<file path="config.mk">
export PLATFORM = sky130hd
export DESIGN_NAME = bmdma_engine
export DESIGN_NICKNAME = d
export VERILOG_FILES = /design/src/rtl/bmdma_pkg.sv /design/src/rtl/bmdma_regs.sv /design/src/rtl/bmdma_seq.sv /design/src/rtl/bmdma_engine.sv
export SDC_FILE = /design/constraint.sdc
export NUM_CORES = 1
export LEC_CHECK = 0
export ABC_AREA = 1
export BUFFER_PORTS_ARGS = -buffer_cell sky130_fd_sc_hd__buf_4
export CAP_MARGIN = 20
export CORE_ASPECT_RATIO = 1.4
export CORE_MARGIN = 2
export CORE_UTILIZATION = 45
export DETAILED_ROUTE_END_ITERATION = 6
export PLACE_DENSITY = 0.65
export SYNTH_ARGS = -nofsm -noshare
export SYNTH_HDL_FRONTEND = slang
export SYNTH_SLANG_ARGS = --single-unit
</file>
<file path="constraint.sdc">
create_clock -name clk -period 2.25 [get_ports clk]
set_input_delay 0.225 -clock clk [delete_from_list [all_inputs] [get_ports clk]]
set_output_delay 0.225 -clock clk [all_outputs]
set_load 0.005 [all_outputs]
</file>
<file path="src/rtl/bmdma_pkg.sv">
package bmdma_pkg;
   // register window offsets
   localparam logic [2:0] OFS_CMD  = 3'd0;
   localparam logic [2:0] OFS_STAT = 3'd2;
   localparam logic [2:0] OFS_TBL  = 3'd4;

   // command bits
   localparam int CMD_GO  = 0;
   localparam int CMD_DIR = 1;

   // status bits
   localparam int ST_ACT  = 0;
   localparam int ST_ERR  = 1;
   localparam int ST_INT  = 2;
   localparam int ST_DRVA = 5;
   localparam int ST_DRVB = 6;

   // descriptor end-of-table marker in second word
   localparam int DESC_END = 31;

   typedef enum logic [2:0] {
      SQ_IDLE,
      SQ_DADDR,
      SQ_DLEN,
      SQ_SRC,
      SQ_DST
   } seq_state_t;
endpackage

</file>
<file path="src/rtl/bmdma_regs.sv">
module bmdma_regs
   import bmdma_pkg::*;
#(
   parameter int ADDR_W = 32
) (
   input  logic              clk,
   input  logic              rst_n,
   input  logic              reg_we,
   input  logic [2:0]        reg_addr,
   input  logic [31:0]       reg_wdata,
   output logic [31:0]       reg_rdata,
   output logic              run_o,
   output logic              go_o,
   output logic              go_dir_o,
   output logic [ADDR_W-1:0] tbl_o,
   input  logic              seq_done,
   input  logic              seq_fault,
   output logic              act_o,
   output logic              irq_o
);
   logic              start_q, dir_q, act_q, err_q, intr_q;
   logic [1:0]        drv_q;
   logic [ADDR_W-1:0] tbl_q;
   logic              cmd_wr, stat_wr, tbl_wr;

   assign cmd_wr  = reg_we && (reg_addr == OFS_CMD);
   assign stat_wr = reg_we && (reg_addr == OFS_STAT);
   assign tbl_wr  = reg_we && (reg_addr == OFS_TBL);

   assign go_o     = cmd_wr && reg_wdata[CMD_GO] && !start_q;
   assign go_dir_o = reg_wdata[CMD_DIR];

   always_ff @(posedge clk or negedge rst_n) begin
      if (!rst_n) begin
         start_q <= 1'b0;
         dir_q   <= 1'b0;
         act_q   <= 1'b0;
         err_q   <= 1'b0;
         intr_q  <= 1'b0;
         drv_q   <= '0;
         tbl_q   <= '0;
      end else begin
         if (cmd_wr) begin
            start_q <= reg_wdata[CMD_GO];
            dir_q   <= reg_wdata[CMD_DIR];
         end
         if (go_o)
            act_q <= 1'b1;
         else if (seq_done || seq_fault || (cmd_wr && !reg_wdata[CMD_GO]))
            act_q <= 1'b0;
         if (seq_fault)
            err_q <= 1'b1;
         else if (stat_wr && reg_wdata[ST_ERR])
            err_q <= 1'b0;
         if (seq_done)
            intr_q <= 1'b1;
         else if (stat_wr && reg_wdata[ST_INT])
            intr_q <= 1'b0;
         if (stat_wr)
            drv_q <= reg_wdata[ST_DRVB:ST_DRVA];
         if (tbl_wr)
            tbl_q <= {reg_wdata[ADDR_W-1:2], 2'b00};
      end
   end

   always_comb begin
      reg_rdata = '0;
      unique case (reg_addr)
         OFS_CMD:  reg_rdata = {30'd0, dir_q, start_q};
         OFS_STAT: reg_rdata = {25'd0, drv_q, 2'b00, intr_q, err_q, act_q};
         OFS_TBL:  reg_rdata[ADDR_W-1:0] = tbl_q;
         default:  reg_rdata = '0;
      endcase
   end

   assign run_o = start_q;
   assign tbl_o = tbl_q;
   assign act_o = act_q;
   assign irq_o = intr_q;


   int_rise_inactive_chk: assert property (@(posedge clk) disable iff (!rst_n)
      $rose(intr_q) |-> !act_q);

   err_rise_inactive_chk: assert property (@(posedge clk) disable iff (!rst_n)
      $rose(err_q) |-> !act_q && !$rose(intr_q));
endmodule

</file>
<file path="src/rtl/bmdma_seq.sv">
module bmdma_seq
   import bmdma_pkg::*;
#(
   parameter int ADDR_W = 32,
   parameter int LEN_W  = 16
) (
   input  logic              clk,
   input  logic              rst_n,
   input  logic              run,
   input  logic              go,
   input  logic              go_dir,
   input  logic [ADDR_W-1:0] tbl,
   output logic              mem_req,
   output logic              mem_we,
   output logic [ADDR_W-1:0] mem_addr,
   output logic [31:0]       mem_wdata,
   input  logic              mem_ack,
   input  logic              mem_err,
   input  logic [31:0]       mem_rdata,
   output logic              dev_req,
   output logic              dev_we,
   output logic [7:0]        dev_wdata,
   input  logic              dev_ack,
   input  logic [7:0]        dev_rdata,
   output logic              done,
   output logic              fault
);
   localparam int CNT_W = LEN_W + 1;
   localparam logic [CNT_W-1:0] FULL_CNT = CNT_W'(1) << LEN_W;
   localparam logic [CNT_W-1:0] ONE_CNT  = CNT_W'(1);

   generate
      if (LEN_W < 1 || LEN_W > 16) begin : g_bad_len
         $fatal(1, "LEN_W must lie in 1..16");
      end
      if (ADDR_W < 8 || ADDR_W > 32) begin : g_bad_addr
         $fatal(1, "ADDR_W must lie in 8..32");
      end
   endgenerate

   seq_state_t        state_q;
   logic [ADDR_W-1:0] dptr_q, baddr_q;
   logic [CNT_W-1:0]  remain_q;
   logic              last_q, dir_q;
   logic [7:0]        data_q;
   logic              fetching, step;
   logic [LEN_W-1:0]  len_field;
   logic              unused_rdata;

   assign fetching  = (state_q == SQ_DADDR) || (state_q == SQ_DLEN);
   assign len_field = mem_rdata[LEN_W-1:0];
   assign unused_rdata = ^mem_rdata[30:LEN_W];

   assign mem_req   = run && (fetching || (state_q == SQ_SRC && !dir_q) ||
                              (state_q == SQ_DST && dir_q));
   assign mem_we    = (state_q == SQ_DST);
   assign mem_addr  = fetching ? dptr_q : baddr_q;
   assign mem_wdata = {24'd0, data_q};
   assign dev_req   = run && ((state_q == SQ_SRC && dir_q) ||
                              (state_q == SQ_DST && !dir_q));
   assign dev_we    = (state_q == SQ_DST);
   assign dev_wdata = data_q;

   assign fault = mem_req && mem_ack && mem_err;
   assign step  = (mem_req && mem_ack && !mem_err) || (dev_req && dev_ack);
   assign done  = step && (state_q == SQ_DST) && (remain_q == ONE_CNT) && last_q;

   always_ff @(posedge clk or negedge rst_n) begin
      if (!rst_n) begin
         state_q  <= SQ_IDLE;
         dptr_q   <= '0;
         baddr_q  <= '0;
         remain_q <= '0;
         last_q   <= 1'b0;
         dir_q    <= 1'b0;
         data_q   <= '0;
      end else if (go) begin
         state_q <= SQ_DADDR;
         dptr_q  <= tbl;
         dir_q   <= go_dir;
      end else if (state_q != SQ_IDLE && (!run || fault)) begin
         state_q <= SQ_IDLE;
      end else if (step) begin
         unique case (state_q)
            SQ_DADDR: begin
               baddr_q <= mem_rdata[ADDR_W-1:0];
               dptr_q  <= dptr_q + ADDR_W'(4);
               state_q <= SQ_DLEN;
            end
            SQ_DLEN: begin
               remain_q <= (len_field == '0) ? FULL_CNT : CNT_W'(len_field);
               last_q   <= mem_rdata[DESC_END];
               dptr_q   <= dptr_q + ADDR_W'(4);
               state_q  <= SQ_SRC;
            end
            SQ_SRC: begin
               data_q  <= dir_q ? dev_rdata : mem_rdata[7:0];
               state_q <= SQ_DST;
            end
            SQ_DST: begin
               baddr_q  <= baddr_q + ADDR_W'(1);
               remain_q <= remain_q - ONE_CNT;
               if (remain_q == ONE_CNT)
                  state_q <= last_q ? SQ_IDLE : SQ_DADDR;
               else
                  state_q <= SQ_SRC;
            end
            default: state_q <= SQ_IDLE;
         endcase
      end
   end


   mem_hold_chk: assert property (@(posedge clk) disable iff (!rst_n)
      mem_req && !mem_ack |=> !run || (mem_req && $stable(mem_addr)));

   dev_hold_chk: assert property (@(posedge clk) disable iff (!rst_n)
      dev_req && !dev_ack |=> !run || (dev_req && $stable(dev_we)));

   one_port_chk: assert property (@(posedge clk) disable iff (!rst_n)
      !(mem_req && dev_req));

   desc_align_chk: assert property (@(posedge clk) disable iff (!rst_n)
      mem_req && fetching |-> mem_addr[1:0] == 2'b00);
endmodule

</file>
<file path="src/rtl/bmdma_engine.sv">
module bmdma_engine
   import bmdma_pkg::*;
#(
   parameter int ADDR_W = 32,
   parameter int LEN_W  = 16
) (
   input  logic              clk,
   input  logic              rst_n,
   input  logic              reg_we,
   input  logic [2:0]        reg_addr,
   input  logic [31:0]       reg_wdata,
   output logic [31:0]       reg_rdata,
   output logic              mem_req,
   output logic              mem_we,
   output logic [ADDR_W-1:0] mem_addr,
   output logic [31:0]       mem_wdata,
   input  logic              mem_ack,
   input  logic              mem_err,
   input  logic [31:0]       mem_rdata,
   output logic              dev_req,
   output logic              dev_we,
   output logic [7:0]        dev_wdata,
   input  logic              dev_ack,
   input  logic [7:0]        dev_rdata,
   output logic              irq
);
   logic              run, go, go_dir, done, fault, act;
   logic [ADDR_W-1:0] tbl;

   bmdma_regs #(.ADDR_W(ADDR_W)) u_regs (
      .clk(clk), .rst_n(rst_n),
      .reg_we(reg_we), .reg_addr(reg_addr), .reg_wdata(reg_wdata),
      .reg_rdata(reg_rdata),
      .run_o(run), .go_o(go), .go_dir_o(go_dir), .tbl_o(tbl),
      .seq_done(done), .seq_fault(fault),
      .act_o(act), .irq_o(irq)
   );

   bmdma_seq #(.ADDR_W(ADDR_W), .LEN_W(LEN_W)) u_seq (
      .clk(clk), .rst_n(rst_n),
      .run(run), .go(go), .go_dir(go_dir), .tbl(tbl),
      .mem_req(mem_req), .mem_we(mem_we), .mem_addr(mem_addr),
      .mem_wdata(mem_wdata), .mem_ack(mem_ack), .mem_err(mem_err),
      .mem_rdata(mem_rdata),
      .dev_req(dev_req), .dev_we(dev_we), .dev_wdata(dev_wdata),
      .dev_ack(dev_ack), .dev_rdata(dev_rdata),
      .done(done), .fault(fault)
   );


   quiet_when_inactive_chk: assert property (@(posedge clk) disable iff (!rst_n)
      !act |-> !mem_req && !dev_req);
endmodule

</file>
Word-level counts from Yosys, hierarchy flattened
Cells that the tools add are included.
- register bits: 131
- logic and storage cells: 100
- bitwise operators: 2
- equal/unequal tests: 8
- muxes and demuxes: 22
- reductions and logical operators: 51
- add/sub/neg operators: 3
- operator list (cell ; number):
    $mux 32 ; 5
    $pmux 32 s3 ; 1
    $pmux 32 s2 ; 1
    $pmux 17 s2 ; 1
    $add 32x1->32 const B ; 1
    $add 32x3->32 const B ; 1
    $logic_and 1x1->1 ; 22
    $eq 17x1->1 const B ; 1
    $mux 17 ; 1
    $sub 17x1->17 const B ; 1
    $logic_not 16->1 ; 1
    $reduce_and 4->1 ; 4
    $reduce_bool 2->1 ; 7
    $mux 3 ; 4
    $pmux 3 s4 ; 1
    $eq 3x2->1 const B ; 3
    $logic_or 1x1->1 ; 8
    $mux 8 ; 1
    $mux 1 ; 7
    $eq 3x3->1 const B ; 2
    $reduce_bool 3->1 ; 2
    $logic_not 1->1 ; 4
    $eq 3x1->1 const B ; 1
    $logic_not 3->1 ; 1
    other kinds (4) ; 5

Logic depth before layout (Yosys ltp)
- depth after elaboration: 15
- depth in mapped cells: 12

Hierarchy
A second synthesis with hierarchy kept.
- cell total of the unflattened synthesis: 1509
- area, all modules: 9437.8 sq um
- modules (own cells, without submodules) (module ; seq. area each (sq um) ; area each (sq um) ; times used ; cells an instance):
    bmdma_seq ; 2352.3 ; 7582.3 ; 1 ; 1257
    bmdma_regs ; 925.9 ; 1855.5 ; 1 ; 252

Worst setup path after synthesis
No wires, ideal clock.
- path type: reg2reg
- from: register u_seq.baddr_q[0]
- to: register u_seq.baddr_q[20]
- period minus slack after synthesis: 1646 ps
- path slack: 604 ps
- setup time: 118 ps
- stages on the path, launching flop included: 11
- path buffers: 0
- data arrival time: 1528 ps
- path through: dfrtp_1 ha_1 nand2_1 nor2_1 nand2_1 nor2_2 nand2_1 o21ai_1 nand3_1 nand4_1 nand2_1
- longest elaborated chain between the ends: 2
- ends and longest elaborated chain (what ; RTL line ; RTL):
    start: declaration ; bmdma_seq.sv:42 ; logic [ADDR_W-1:0] dptr_q, baddr_q;
    start signal: assignment ; bmdma_seq.sv:86 ; baddr_q <= mem_rdata[ADDR_W-1:0];
    start signal: assignment ; bmdma_seq.sv:101 ; baddr_q <= baddr_q + ADDR_W'(1);
    $add 32x1->32 ; bmdma_seq.sv:101 ;
    $pmux 32 s2 ; bmdma_seq.sv:84 ; unique case (state_q)
Every way passes these cells.
A chain may end at the register's enable or synchronous reset.

Final worst setup path
- from: register u_seq.state_q[2]
- to: output port mem_addr[15]
- longest elaborated chain between the ends: 3
- ends and longest elaborated chain (what ; RTL line ; RTL):
    start: declaration ; bmdma_seq.sv:41 ; seq_state_t state_q;
    start signal: assignment ; bmdma_seq.sv:104 ; state_q <= last_q ? SQ_IDLE : SQ_DADDR;
    $eq 3x1->1 / $eq 3x2->1 (equally long branches) ; bmdma_seq.sv:50 ; assign fetching = (state_q == SQ_DADDR) || (state_q == SQ_DLEN);
    $logic_or 1x1->1 (*) ; bmdma_seq.sv:50 ;
    $mux 32 (*) ; bmdma_seq.sv:57 ; assign mem_addr = fetching ? dptr_q : baddr_q;
    end: declaration ; bmdma_engine.sv:15 ; output logic [ADDR_W-1:0] mem_addr,
Mark *: on every way between the ends. The rest lies on a longest branch, timed or not.

==> reports/results.ini <==
[status]
status=complete, but fails checks
violations=DRC

[sta]
slew_headroom_pct=64.5
clock.fmax_mhz=465
setup_tns_ps=0
finalSetupViolCount=0
fin_skew_ps=8.96
slew_violations=0
hold_violations=0
fin_crit_sh_pct=95.5
worstMarginPinSlew_ps=532
rsz0062_at_grt=false
layout_min_cycle_time_ps=2150

[logic_synthesis]
synthFlopType=dfrtp_1
synth_cell_types=38
synthTopCellsByArea=dfrtp_1, nand2_1, nor2_1
synth_edf_count=0
synth_seq_cells=129
synth_area_um2=8910
synthTopCellsByCount=nand2_1, nor2_1, dfrtp_1
synth_warnings=0
async_reset_ff_share_pct=100
yosysMostFrequentCell=nand2_1
yosysTopAreaCell=dfrtp_1
yosysSeqAreaShare_pct=36.2
synth.avg_cell_area_um2=6.32
synth_top_area_share_pct=36.2
syn-instance-count=1409

[setup_path]
max_stage_delay_ps=430
worstPathMaxFanout=11
r2r_start=u_seq.baddr_q[0]
cp.arrival_ps=1920
path_cells=inv_1, nand3_2, nand2_2, inv_2, buf_4, o21ai_0, buf_4
cp_top_family=buffers and inverters
crit_top_cell=buf_4
cp-start-kind=flop
crit_type=reg2out
crit_path_end_kind=primary output
required_ps=2030
crit_buf_inv=4
cp_slowest_cell=dfrtp_1
r2r_cells=10
ff2ff_setup_slack_ps=200
r2r_end=u_seq.baddr_q[20]

[routing]
via_count=9247
viasPerCell=5.09
totalWireLength_um=28100
drc=2
wl_per_cell_um=15.5
antenna_left=0
drt_iter0_markers=650
firstDrtPassIters=7

[worst_hold_path]
hold_path.class=in2reg
holdPathStages=3
min_to=u_regs.tbl_o[22]
min_from=reg_wdata[22]

[clock_network]
clock_sinks=129
clkLatencyLatePin_ps=430
cts.reportedPaths.clkPinSlew_ps=70
cts_htree_levels=4
clock-root-buffer=clkbuf_16
cts_buffers=17
clockBufferDepth=2
cts_tree=yes

[power_and_ir_drop]
p_comb_share_pct=39.5
sequentialPowerShare_pct=33.5
power.switching_mw=4.31
p_leak_nw=5.71
clkPwrFrac_pct=27.0
vdd_drop_max_mv=0.540
p_per_area_nw_per_um2=966
p_int_mw=6.24
switching_share_pct=40.8

[floorplan]
die-width_um=123
core_area_um2=19300
die_area_um2=21000
die_h_um=170
floorplan.initialDensity_pct=46.2
io_pins=190
rows=60

[job]
drv_cap=0

[finish]
post-route-util_pct=56.7
final_cell_area_um2=10900
syn_to_final_growth_pct=22.7
antennaDiodeCount=0
fillers=1968
final_net_count=1640
drive_above_1_share_pct=15.4

[place]
placed_area_um2=10300
gp_congestion=0.937
dp.final_hpwl_um=21200
port_buffers=165

[grt]
grt_usage_pct=27.7
grt_max_degree=62
grt_pass1_wl_um=44900
grt_pass1_vias=8731
overflow=0
antenna_found_initial=0

==> kinds of logic after synthesis <==
logic type / count (synthesis) / synth area share (%)
other cells: 1 / 0.0421
fa+ha+maj: 4 / 0.562
mux: 2 / 0.225
flops: 129 / 36.2
simple gates: 850 / 38.8
xor+xnor: 19 / 1.87
compound gates: 192 / 11.4
buf+inv: 212 / 10.9
==> how the worst max path moves through the flow <==
stage | startpoint | to | slack (ps) | cells past startpoint
after floorplan | u_seq.baddr_q[0] | u_seq.baddr_q[20] | 600 | 10
after global placement | u_seq.baddr_q[0] | u_seq.baddr_q[20] | 110 | 10
after detailed placement | u_seq.baddr_q[0] | u_seq.baddr_q[20] | 100 | 10
after CTS | u_seq.state_q[2] | mem_addr[3] | 40 | 7
after global routing | u_seq.state_q[2] | mem_addr[15] | 10 | 7
final | u_seq.state_q[2] | mem_addr[15] | 100 | 7
==> sequential cells by signal, indices dropped and copies added, names as in the netlist <==
name,cells
u_seq.baddr_q,32
u_regs.tbl_o,30
u_seq.dptr_q,30
u_seq.remain_q,17
u_seq.dev_wdata,8
u_seq.state_q,3
u_regs.drv_q,2
u_regs.act_o,1
u_regs.dir_q,1
u_regs.err_q,1
u_regs.irq_o,1
u_regs.run_o,1
u_seq.dir_q,1
u_seq.last_q,1
==> worst min-delay path, delay by kind of cell <==
family / cells / cell delay (ps)
compound gates: 1 / 90
simple gates: 1 / 30
buf+inv: 1 / 70
==> per-stage QoR <==
step / hold slack (ps) / worst slack, ps / instances / total power [mW]
3_5_place_dp: 213 / 103 / 1782 / 7.66
2_1_floorplan: -70.6 / 604 / 1432 / 6.03
3_3_place_gp: 218 / 107 / 1782 / 7.60
4_1_cts: 29.1 / 41.5 / 1816 / 10.6
6_report: 35.3 / 102 / 1816 / 10.6
5_1_grt: 45.6 / 13.8 / 1816 / 11.3
==> power by group through the flow <==
stage	Clock, mW	Combinational (mW)	Sequential (mW)
floorplan	0	2.66	3.36
global placement	0	4.06	3.55
detailed placement	0	4.11	3.55
CTS	2.88	4.16	3.52
global route	2.97	4.73	3.61
finish	2.85	4.17	3.54
==> cell usage in the layout (no fill, tap or decap), types with 7 or more instances in the layout <==
master     netlist  routed
inv_1          124     123
buf_4           36     183
nand2_1        523     522
a21oi_1         53      53
nand3_1         82      82
nand4_1         10      10
o21ai_0         79      79
xor2_1          12      12
o21ai_1         36      36
nand3b_1        13      13
clkbuf_16        0      17
dfrtp_1        129     129
nor2_1         196     195
conb_1           1      24
xnor2_1          7       7
==> metal layers <==
layer  up-vias  global-route usage [%]  part of all wire (%)
met5         -                       0                     0
met4         0                    12.7                   4.1
met3        66                    4.05                   4.5
met2       293                    46.6                    49
met1      4198                    34.8                    42
li1       4690                       -                     -
==> final cells by class <==
cell class,instances,area (um2),share of cell area (%)
repair buffers,190,1520,13.9
clock inverters,13,153,1.40
clock buffers,19,443,4.05
flip-flops and latches,129,3230,29.5
well taps,248,310,2.84
multi-input cells,1091,4800,43.9
inverters,126,477,4.36
==> repair_timing <==
action,CTS,global route
gates cloned,1,0
endpoints found under the setup margin,18,20
hold buffers,1,0
endpoints found under the hold margin,31,0
resized for setup,3,8
setup buffers,0,0
No activity file was read; power rests on OpenSTA's default activity.
